[src/rtl/snapser_pkg.sv]
package snapser_pkg;

  // Strobes from the control module to the datapath.
  typedef struct packed {
    logic load;   // take a snapshot of the pins and restart the bit count
    logic shift;  // move on to the next bit
    logic drive;  // serial output is driven (not high impedance)
  } snapStrobe_t;

endpackage

[src/rtl/snapser_sync_edge.sv]
module snapser_sync_edge #(
  parameter int STAGES    = 2,
  parameter bit RESET_VAL = 1'b1
) (
  input  logic clk,
  input  logic rst,
  input  logic asyncIn,
  output logic levelOut,
  output logic fallPulse
);

  logic [STAGES-1:0] chain;
  logic              lastLevel;

  always_ff @(posedge clk) begin
    if (rst) begin
      chain     <= {STAGES{RESET_VAL}};
      lastLevel <= RESET_VAL;
    end else begin
      chain     <= {chain[STAGES-2:0], asyncIn};
      lastLevel <= chain[STAGES-1];
    end
  end

  assign levelOut  = chain[STAGES-1];
  assign fallPulse = lastLevel & ~chain[STAGES-1];

endmodule

[src/rtl/snapser_ctrl.sv]
module snapser_ctrl
  import snapser_pkg::*;
(
  input  logic        clk,
  input  logic        rst,
  input  logic        enLevel,   // synchronized frame select (active low)
  input  logic        enFall,    // start of frame
  input  logic        clkFall,   // falling serial clock edge
  output snapStrobe_t strobe
);

  logic driveQ;

  always_ff @(posedge clk) begin
    if (rst) driveQ <= 1'b0;
    else     driveQ <= ~enLevel;
  end

  always_comb begin
    strobe.load  = enFall;
    // A capture takes priority; clock edges outside a frame are ignored.
    strobe.shift = clkFall & ~enLevel & ~enFall;
    strobe.drive = driveQ;
  end

  p_drive_off_r5: assert property (@(posedge clk) disable iff (rst)
    enLevel |=> !strobe.drive);

  p_drive_on_capture_r2: assert property (@(posedge clk) disable iff (rst)
    strobe.load |=> strobe.drive);

endmodule

[src/rtl/snapser_dpath.sv]
module snapser_dpath
  import snapser_pkg::*;
#(
  parameter int NUM_BITS = 11
) (
  input  logic                clk,
  input  logic                rst,
  input  snapStrobe_t         strobe,
  input  logic [NUM_BITS-1:0] pinsIn,
  output logic                serData,
  output logic                overrun
);

  localparam int CNT_W = $clog2(NUM_BITS + 1);
  localparam logic [CNT_W-1:0] LAST = CNT_W'(NUM_BITS - 1);
  localparam logic [CNT_W-1:0] DONE = CNT_W'(NUM_BITS);

  logic [NUM_BITS-1:0] shReg;
  logic [CNT_W-1:0]    bitCnt;
  logic                overQ;

  always_ff @(posedge clk) begin
    if (rst) begin
      shReg  <= '0;
      bitCnt <= '0;
      overQ  <= 1'b0;
    end else if (strobe.load) begin
      shReg  <= pinsIn;
      bitCnt <= '0;
      overQ  <= 1'b0;
    end else if (strobe.shift) begin
      if (bitCnt < LAST) begin
        shReg  <= {1'b0, shReg[NUM_BITS-1:1]};
        bitCnt <= bitCnt + CNT_W'(1);
      end else begin
        bitCnt <= DONE;
        overQ  <= 1'b1;
      end
    end
  end

  assign serData = strobe.drive & ~overQ & shReg[0];
  assign overrun = overQ;

  p_capture_r2: assert property (@(posedge clk) disable iff (rst)
    strobe.load |=> (shReg == $past(pinsIn)) && (bitCnt == '0) && !overQ);

  p_hold_r7: assert property (@(posedge clk) disable iff (rst)
    (!strobe.load && !strobe.shift) |=> $stable(shReg) && $stable(bitCnt));

  p_overrun_set_r6: assert property (@(posedge clk) disable iff (rst)
    (strobe.shift && bitCnt >= LAST) |=> overQ);

  p_count_bound_r3: assert property (@(posedge clk) disable iff (rst)
    bitCnt <= DONE);

endmodule

[src/rtl/snap_serial_expander.sv]
module snap_serial_expander
  import snapser_pkg::*;
#(
  parameter int NUM_BITS    = 11,
  parameter int SYNC_STAGES = 2
) (
  input  logic                clk,
  input  logic                rst,
  input  logic [NUM_BITS-1:0] pinsIn,
  input  logic                selN,
  input  logic                shiftClk,
  output logic                serOut,
  output logic                serOutEn,
  output logic                dataValidN
);

  logic        enLevel, enFall;
  logic        sclkLevel, sclkFall;
  logic        overrun;
  snapStrobe_t strobe;

  snapser_sync_edge #(.STAGES(SYNC_STAGES), .RESET_VAL(1'b1)) u_selSync (
    .clk(clk), .rst(rst), .asyncIn(selN),
    .levelOut(enLevel), .fallPulse(enFall)
  );

  snapser_sync_edge #(.STAGES(SYNC_STAGES), .RESET_VAL(1'b1)) u_clkSync (
    .clk(clk), .rst(rst), .asyncIn(shiftClk),
    .levelOut(sclkLevel), .fallPulse(sclkFall)
  );

  snapser_ctrl u_ctrl (
    .clk(clk), .rst(rst), .enLevel(enLevel), .enFall(enFall),
    .clkFall(sclkFall), .strobe(strobe)
  );

  snapser_dpath #(.NUM_BITS(NUM_BITS)) u_dpath (
    .clk(clk), .rst(rst), .strobe(strobe), .pinsIn(pinsIn),
    .serData(serOut), .overrun(overrun)
  );

  assign serOutEn   = strobe.drive;
  assign dataValidN = overrun;

  p_overrun_zero_r6: assert property (@(posedge clk) disable iff (rst)
    dataValidN |-> !serOut);

  p_rise_no_shift_r4: assert property (@(posedge clk) disable iff (rst)
    (sclkLevel && !enFall) |=> $stable(dataValidN));

endmodule

[config.mk]
export PLATFORM = sky130hd
export DESIGN_NAME = snap_serial_expander
export DESIGN_NICKNAME = d
export VERILOG_FILES = /design/src/rtl/snapser_pkg.sv /design/src/rtl/snapser_sync_edge.sv /design/src/rtl/snapser_ctrl.sv /design/src/rtl/snapser_dpath.sv /design/src/rtl/snap_serial_expander.sv
export SDC_FILE = /design/constraint.sdc
export NUM_CORES = 1
export LEC_CHECK = 0
export ABC_AREA = 0
export BUFFER_PORTS_ARGS = -buffer_cell sky130_fd_sc_hd__buf_4
export CAP_MARGIN = 15
export CORE_ASPECT_RATIO = 1.1
export CORE_UTILIZATION = 25
export CTS_BUF_LIST = sky130_fd_sc_hd__clkbuf_2 sky130_fd_sc_hd__clkbuf_4 sky130_fd_sc_hd__clkbuf_8
export CTS_CLUSTER_SIZE = 30
export DETAILED_ROUTE_END_ITERATION = 16
export PLACE_DENSITY = 0.45
export SYNTH_ARGS = -nofsm -noshare
export SYNTH_HDL_FRONTEND = slang
export SYNTH_SLANG_ARGS = --single-unit
[constraint.sdc]
create_clock -name clk -period 1.6 [get_ports clk]
set_input_delay 0.16 -clock clk [delete_from_list [all_inputs] [get_ports clk]]
set_output_delay 0.16 -clock clk [all_outputs]
set_load 0.02 [all_outputs]
==> key figures, run 1 <==
Floorplan
  • Die H: 67.0 µm
  • I/O Pins: 18
  • Die Span X: 61.1 µm
  • Core area: 3650 µm²
  • Die ar.: roughly 4000 µm²
  • Cell Rows: 23
  • Starting density of the core: 26.3%

Layout
  • Util after Layout: 32.8%
  • Fillers: 393
  • Finished Cell Area: 1200 µm²
  • Layout Cells excl Fill: approximately 170
  • Share of cells above drive strength 1: 28.5%
  • # diodes: 0
  • Final nets: 140
  • Area growth syn-to-layout: 24.8%

Clocking
  • Worst-path clk slew: 0.08 ns
  • Worst-case clock buffer depth: 2
  • Clk root buf: clkbuf_8
  • Clock Latency Late Sink: 0.26 ns
  • # H-tree levels: 1
  • CTS resizes: 0
  • CTS tree: done
  • CTS buffer count: 3
  • CTS Hold Buffers Added: 0
  • CTS sink count: 23
  • Post-CTS Setup Bufs: 0

Critical path
  • Critical path's largest stage delay: 0.56 ns
  • Worst path required time: 1.73 ns
  • Critical path class: reg2reg
  • Startpoint types: flop
  • Cells along the critical path: or3b_1, o21ai_0, a311oi_1
  • Slowest CP cell: or3b_1
  • Worst path arrival time: 1.52 ns
  • Worst Path Max Fanout: 12
  • Delay-heaviest family, CP: simple AND/OR/NAND/NOR gates
  • Crit path buf inv count: 0
  • Worst Setup End Kind: flop

Global route
  • First-pass GRT wire length: roughly 3400 µm
  • GRT overflow: 0
  • Largest net degree at the start of global routing: 23
  • GRT Overall Usage: 11.3%
  • Vias in the first global route: 726
  • Initial antenna violation count: 0

Timing
  • Least-Margin Pin Slew: ~0.52 ns
  • Hold Fails Final Rpt: 0
  • Rel. slew slack: 65.2%
  • Final setup vio count: 0
  • Final setup margin: 0.208 ns
  • Layout Skew: 0.00605 ns
  • Final critical-path required period: 1.39 ns
  • Unrepaired setup endpoints after global routing: no
  • Achievable Freq: 718 MHz
  • Final worst path period share: 87.0%
  • Slew Limit Fails: 0
  • Minimum hold slack: 0.0770 ns
  • Setup_tns: 0 ns

Worst hold path
  • Hold Crit Class: in2reg

Synth
  • Post-Syn Nets: 121
  • Cell taking the most area after synthesis: dfxtp_1
  • Yosys cell types: 26
  • Mapped Area: roughly 960 µm²
  • Yosys warning total: 0
  • Register area share after synthesis: 48.0%
  • Top-area cell type share of the netlist area: 48.0%
  • #FFs+latches synth: 23
  • Synth Instances: 105
  • Ranking of synthesized cells by area: dfxtp_1 48%, a311oi_1 9.1%, o21ai_0 6.3%
  • Synth Area per Inst: around 9.1 µm²

Pwr
  • Power Total: 1.03 mW
  • Leak: 0.442 nW
  • Cell area power density: 859 nW/µm²
  • Worst vdd ir: 334 µV

Detailed routing
  • Met2 WL post-DR: ~840 µm
  • Top layer in use: met4
  • Total Routed Length: ~2000 µm
  • DR iter-0 viols: 37
  • Via density: approximately 4.7
  • Wire per inst: 11.5 µm
  • DR vias: a little over 800
  • DR pass1 iterations: 4
  • Met3 wire length: around 90 µm
  • Metal-1 WL: 1030 µm
  • ANT nets after route: 0
  • DR DRC count: 0

Placed design
  • Routability cong.: 0.814
  • DP Worst Slack: roughly 0.2 ns
  • Placed insts: 169
  • PortBufs: 17
  • DP Wirelength: 1350 µm
  • Placed Area: 1150 µm²

Status
  • Outcome: completed

Flow run
  • Total of max-cap violations: 0
==> sequential cells by signal (all words and copies together), names as in the netlist <==
signal and count:
u_clkSync.lastLevel 1, u_dpath.shReg 11, u_ctrl.driveQ 1, u_dpath.bitCnt 4, u_clkSync.chain 2, u_selSync.chain 2, u_selSync.lastLevel 1, u_dpath.overrun 1
==> cells in the final DEF (no fill, tap or decap), types with 2 or more instances in the layout <==
master,synthesis,layout
nand2_1,2,2
or2_2,7,7
dfxtp_1,23,23
buf_4,0,21
nand3_1,10,10
a311oi_1,10,10
nor4_1,2,2
nor2_1,12,12
nor3_1,3,3
a21oi_1,3,3
o21ai_0,12,12
clkbuf_8,0,3
==> routing by layer <==
| metal | global-route usage (%) | vias up |
|---|---|---|
| met3 | 2.91 | 2 |
| met2 | 16.2 | 15 |
| met5 | 0 | - |
| met4 | 5.11 | 0 |
| li1 | - | 425 |
| met1 | 15.7 | 365 |
==> cell families after synthesis <==
family / share of synthesized area (%)
flops: 48.0
fa+ha+maj: 1.30
buf+inv: 3.39
compound gates: 21.6
simple gates: 25.7
==> path summary, 6_finish.rpt <==
check	startpoint	endpoint	slack, ns	depth (start not counted)
min reg2reg	u_clkSync.chain[0]	u_clkSync.chain[1]	0.41	1
max	u_selSync.chain[1]	u_dpath.shReg[0]	0.21	3
max reg2reg	u_selSync.chain[1]	u_dpath.shReg[0]	0.21	3
min	selN	u_selSync.chain[0]	0.08	2
==> synth_stat cells (all sizes together) <==
cell / count
or3b: 1
nand2: 2
nor4b: 1
and3: 1
a41oi: 1
inv: 1
dfxtp: 23
o21ai: 12
and3b: 1
nor3: 3
a21oi: 3
nand3: 10
buf: 2
o21a: 1
ha: 1
a311oi: 10
nor4: 2
a31oi: 1
a2111oi: 1
nor2b: 1
o211ai: 1
clkbuf: 5
or2: 7
nor2: 12
nand2b: 1
nor3b: 1
==> report_power, final <==
group / switching (mW) / total [mW] / internal (mW)
Combinational: 0.0321 / 0.0732 / 0.0411
Sequential: 0.0118 / 0.605 / 0.593
Clock: 0.178 / 0.351 / 0.173
==> worst reg2reg max path, cell delays in order (launching register included) <==
cell      delay (ns)
dfxtp_1         0.38
or3b_1          0.56
o21ai_0         0.22
a311oi_1        0.11
==> cell type report <==
class                           count  area, µm²  share of cell area (%)
Clock buffer                        3       41.3                    3.45
Clock inverter                      1       5.00                   0.418
Inverter                            1       3.75                   0.313
Multi-Input combinational cell     74        467                    39.0
Sequential cell                    23        460                    38.5
Tap cell                           50       62.6                    5.22
Timing Repair Buffer               21        158                    13.2
Note: power is estimated with default switching activity, not from simulation.
==> inputs of run 2 (changes only) <==
--- a/config.mk
+++ b/config.mk
@@ -15,4 +15,5 @@
 export DETAILED_ROUTE_END_ITERATION = 16
 export PLACE_DENSITY = 0.45
+export RECOVER_POWER = 100
 export SYNTH_ARGS = -nofsm -noshare
 export SYNTH_HDL_FRONTEND = slang
==> constraint.sdc (replaced) <==
create_clock -name clk -period 1.6 [get_ports clk]
set_input_delay 0.24 -clock clk [delete_from_list [all_inputs] [get_ports clk]]
set_output_delay 0.24 -clock clk [all_outputs]
set_load 0.02 [all_outputs]
==> run 2 against run 1 <==
Compared with the run above: via count increased by 0.74%; clock power about the same; total power decreased by 0.16%; register-to-register slack improved by 0.02 ns; first-iteration DRC count increased by 16%; core utilization decreased by 0.62 points; critical path type unchanged; largest cell class is now flip-flops and latches.
==> key figures, run 2 (synthesized netlist as in run 1, its figures left out) <==
Critical path
  • Startpoint types: flop
  • Critical path's largest stage delay: between 0.5 and 0.6 ns
  • Worst path arrival time: 1.50 ns
  • Worst Setup End Kind: flop
  • Critical path class: reg2reg
  • Cells along the critical path: or3b_1, o21ai_0, a311oi_1
  • Worst path required time: 1.73 ns
  • Slowest CP cell: or3b_1
  • Worst Path Max Fanout: 12

Floorplan
  • Cell Rows: 23
  • Starting density of the core: 26.3%
  • I/O Pins: 18
  • Die ar.: 4090 µm²
  • Core area: 3650 µm²
  • Die H: around 67 µm
  • Die Span X: slightly above 60 µm

Detailed routing
  • Via density: 4.70
  • Total Routed Length: 1980 µm
  • DR iter-0 viols: 43
  • DR pass1 iterations: 4
  • Wire per inst: roughly 11 µm
  • DR DRC count: 0
  • DR vias: about 810
  • ANT nets after route: 0

Clocking
  • Post-CTS Setup Bufs: 0
  • Clk root buf: clkbuf_8
  • Clock Latency Late Sink: between 0.2 and 0.3 ns
  • # H-tree levels: 1
  • Worst-case clock buffer depth: 2
  • CTS tree: done
  • CTS buffer count: 3
  • Worst-path clk slew: 0.08 ns
  • CTS Hold Buffers Added: 0
  • CTS sink count: 23
  • CTS resizes: 0

Timing
  • Final worst path period share: a little under nine tenths
  • Rel. slew slack: 65.3%
  • Achievable Freq: 729 MHz
  • Final critical-path required period: about 1.4 ns
  • Final setup vio count: 0
  • Least-Margin Pin Slew: just over 0.5 ns
  • Unrepaired setup endpoints after global routing: no
  • Slew Limit Fails: 0
  • Setup_tns: 0 ns
  • Layout Skew: ~0.0057 ns
  • Hold Fails Final Rpt: 0

Global route
  • First-pass GRT wire length: 3370 µm
  • Vias in the first global route: 726
  • GRT Overall Usage: 11.3%
  • GRT overflow: 0
  • Largest net degree at the start of global routing: 23
  • Initial antenna violation count: 0

Layout
  • Finished Cell Area: around 1200 µm²
  • Share of cells above drive strength 1: 26.0%
  • Fillers: 396
  • Max reg flops: 11
  • Largest regs: u_dpath.shReg x11, u_dpath.bitCnt x4
  • Area growth syn-to-layout: 22.4%
  • Layout Cells excl Fill: 173
  • Most frequent cells in the layout: 23 x dfxtp_1, 17 x buf_4, 12 x o21ai_0, 12 x nor2_1
  • # diodes: 0
  • Most common cell after layout, fill and taps aside: dfxtp_1
  • Largest Register: u_dpath.shReg
  • Util after Layout: 32.1%
  • Final nets: 140

Pwr
  • Cell area power density: 875 nW/µm²
  • Leak: 0.421 nW
  • Power Total: between 1 and 1.5 mW
  • Worst vdd ir: 334 µV

Status
  • Outcome: completed

Placed design
  • Routability cong.: 0.814
  • DP Wirelength: 1350 µm
  • Placed Area: 1150 µm²
  • PortBufs: 17
  • Placed insts: 169

Flow run
  • Total of max-cap violations: 0

Worst hold path
  • Hold Crit Class: in2reg
[run 2: cell count changes in the layout (fill, tap and decap cells not counted)]
| cell | before | now |
|---|---|---|
| buf_4 | 21 | 17 |
| clkbuf_1 | 0 | 3 |
| clkbuf_2 | 0 | 1 |
| nor4b_2 | 0 | 1 |
| nor4b_4 | 1 | 0 |
[run 2: per-stage QoR]
step	worst slack [ns]	hold slack (ns)
after floorplan	0.315	0.309
after global placement	0.228	0.393
after detailed placement	0.198	0.395
after CTS	0.177	0.145
after global routing	0.0677	0.148
final	0.228	0.157
[run 2: routing by layer]
| metal | GRT usage, % | up-vias | part of all wire (%) | routed length, µm |
|---|---|---|---|---|
| li1 | - | 424 | - | - |
| met5 | 0 | - | 0 | 0 |
| met1 | 15.7 | 366 | 51 | 1020 |
| met4 | 5.11 | 0 | 1.2 | 23 |
| met2 | 16.2 | 21 | 42 | 833 |
| met3 | 2.91 | 2 | 5.3 | 105 |
[run 2: worst paths after layout]
kind,end,cells after the start,startpoint,slack (ns)
max,u_dpath.shReg[0],3,u_selSync.chain[1],0.23
min,u_selSync.chain[0],2,selN,0.16
max reg2reg,u_dpath.shReg[0],3,u_selSync.chain[1],0.23
min reg2reg,u_clkSync.chain[1],1,u_clkSync.chain[0],0.41
[run 2: worst max-delay path: cells and delay by family, from the launching register on]
kind / cells / cell delay (ns)
AOI/OAI and AO/OA: 2 / 0.33
DFF: 1 / 0.36
and+or+nand+nor: 1 / 0.55
[run 2: cell type report]
type	instances	area (µm²)	area share [%]
flip-flops and latches	23	460	39.2
multi-input cells	74	458	39.0
repair buffers	21	144	12.2
well taps	50	62.6	5.32
clock buffers	3	41.3	3.51
clock inverters	1	5.00	0.426
inverters	1	3.75	0.319
[run 2: power breakdown]
group	internal (mW)	switching, mW	leakage [nW]	total [mW]
Combinational	0.0401	0.0321	0.208	0.0722
Sequential	0.593	0.0110	0.188	0.604
Clock	0.173	0.178	0.0255	0.351
==> inputs of run 3 (changes only) <==
CORE_ASPECT_RATIO = default   (was 1.1)
CORE_UTILIZATION = 50   (was 25)
PLACE_DENSITY = 0.76   (was 0.45)
==> run 3 against run 2 <==
Compared with the run above: critical path depth unchanged; register-to-register slack worse by 0.07 ns; critical endpoint is now u_dpath.shReg[3]; largest cell class unchanged; final cell count down 14%; clock skew down 0.0027 ns; final area down 3.6%; core utilization up 32 points; maximum frequency down 4.6%; non-clock buffer count up 1; routed wire length down 3.5%; total power down 6.9%.
==> key figures, run 3 (synthesized netlist as in run 1, its figures left out) <==
Status
  • Outcome: completed

Detailed routing
  • DR DRC count: 0
  • Via density: 5.67
  • Wire per inst: 12.8 µm
  • DR pass1 iterations: 4
  • Total Routed Length: 1910 µm
  • DR vias: 845
  • ANT nets after route: 0
  • DR iter-0 viols: 9

Timing
  • Unrepaired setup endpoints after global routing: no
  • Final critical-path required period: approximately 1.4 ns
  • Slew Limit Fails: 0
  • Final setup margin: 0.161 ns
  • Final worst path period share: 89.9%
  • Hold Fails Final Rpt: 0
  • Least-Margin Pin Slew: 0.898 ns
  • Achievable Freq: approximately 700 MHz
  • Rel. slew slack: 40.1%
  • Final setup vio count: 0
  • Setup_tns: 0 ns
  • Layout Skew: 0.00306 ns

Pwr
  • Gate power share: 7.6%
  • Internal Power: 0.748 mW
  • Seq pwr share: a little over three fifths
  • Clock share of power: 29.1%
  • Net switching power: 0.208 mW
  • Cell area power density: 845 nW/µm²
  • Worst vdd ir: 630 µV
  • Leak: 0.418 nW
  • Net Sw Frac: 21.8%

Global route
  • First-pass GRT wire length: 3060 µm
  • Met2 usage: 33.1%
  • GRT overflow: 0
  • Largest net degree at the start of global routing: 23
  • Vias in the first global route: 715
  • Most Crowded Layer GR: met2
  • Initial antenna violation count: 0
  • Met3 usage in global routing: under 10%
  • GRT Overall Usage: a little over 20%
  • Met1 Track Usage GR: 25.6%

Clocking
  • Post-CTS Setup Bufs: 0
  • Worst-path clk slew: 0.11 ns
  • CTS sink count: 23
  • CTS buffer count: 3
  • Worst-case clock buffer depth: 2
  • # H-tree levels: 1
  • CTS Hold Buffers Added: 0
  • Clk root buf: clkbuf_4
  • CTS resizes: 0
  • Clock Latency Late Sink: 0.31 ns
  • CTS tree: done

Layout
  • # diodes: 0
  • Max reg flops: 11
  • Share of cells above drive strength 1: 24.2%
  • Largest Register: u_dpath.shReg
  • Largest regs: u_dpath.shReg x11, u_dpath.bitCnt x4
  • Area growth syn-to-layout: 18.0%
  • Most frequent cells in the layout: 23 x dfxtp_1, 17 x buf_4, 12 x o21ai_0, 12 x nor2_1
  • Most common cell after layout, fill and taps aside: dfxtp_1
  • Fillers: 181
  • Multi-input logic area: 460 µm²
  • Final nets: 141
  • Sequential Area: 460 µm²

Critical path
  • R2R Path Start: u_selSync.chain[1]
  • Startpoint types: flop
  • Critical path launch point: u_selSync.chain[1]
  • Worst path arrival time: roughly 1.6 ns
  • Worst Setup End Kind: flop
  • Worst Path Max Fanout: 12
  • Cells along the critical path: or3b_1, o21ai_0, a311oi_1
  • Critical path's largest stage delay: 0.55 ns
  • Slowest CP cell: or3b_1
  • Critical path class: reg2reg
  • Worst path required time: ~1.8 ns

Placed design
  • DP Worst Slack: roughly 0.21 ns
  • DP Wirelength: 1340 µm
  • PortBufs: 17
  • Routability cong.: 0.760

Worst hold path
  • Hold_sp: shiftClk
  • Hold Crit Class: in2reg

Floorplan
  • Core area: 1760 µm²
  • Cell Rows: 15
  • Starting density of the core: 54.4%
  • Die ar.: 2100 µm²
  • Die H: 45.8 µm
  • I/O Pins: 18
  • Die Span X: 45.8 µm

Flow run
  • Total of max-cap violations: 0
==> run 3: power by group through the flow <==
stage          sequential [mW]  clock [mW]  combinational [mW]
2_1_floorplan            0.616           0              0.0379
3_3_place_gp             0.619           0              0.0731
4_1_cts                  0.606       0.294              0.0749
3_5_place_dp             0.619           0              0.0748
6_report                 0.606       0.279              0.0723
5_1_grt                  0.609       0.321              0.0798
==> run 3: worst max-delay path, delay by kind of cell, from the launching register on <==
| family | cells | cell delay (ns) |
|---|---|---|
| compound gates | 2 | 0.35 |
| flops | 1 | 0.39 |
| simple gates | 1 | 0.55 |
==> run 3: path summary, 6_finish.rpt <==
kind                             end  slack (ns)  cells after the start
hold reg to reg   u_clkSync.chain[1]        0.42                      1
setup / recovery    u_dpath.shReg[3]        0.16                      3
setup reg to reg    u_dpath.shReg[3]        0.16                      3
hold / removal    u_clkSync.chain[0]        0.11                      2
==> run 3: metrics by stage <==
stage / area, µm² / util (%) / power, mW / hold WS (ns) / cells
finish: 1130 / 64.2 / 0.957 / 0.108 / 149
detailed placement: 1130 / 63.9 / 0.694 / 0.400 / 145
global route: 1130 / 64.2 / 1.01 / 0.0778 / 149
global placement: 1130 / 63.9 / 0.692 / 0.398 / 145
floorplan: 960 / - / 0.654 / 0.309 / 105
CTS: 1160 / 65.6 / 0.975 / 0.0935 / 149
==> run 3: layout make-up <==
class	count	share of cell area, %
multi-input cells	74	40.7
flip-flops and latches	23	40.7
inverters	1	0.331
clock buffers	4	2.65
well taps	25	2.76
repair buffers	22	12.9
==> run 3: per-layer routing <==
metal	vias to the layer above	wire length (µm)
li1	427	-
met2	15	864
met3	5	78
met1	398	947
met4	0	19
met5	-	0
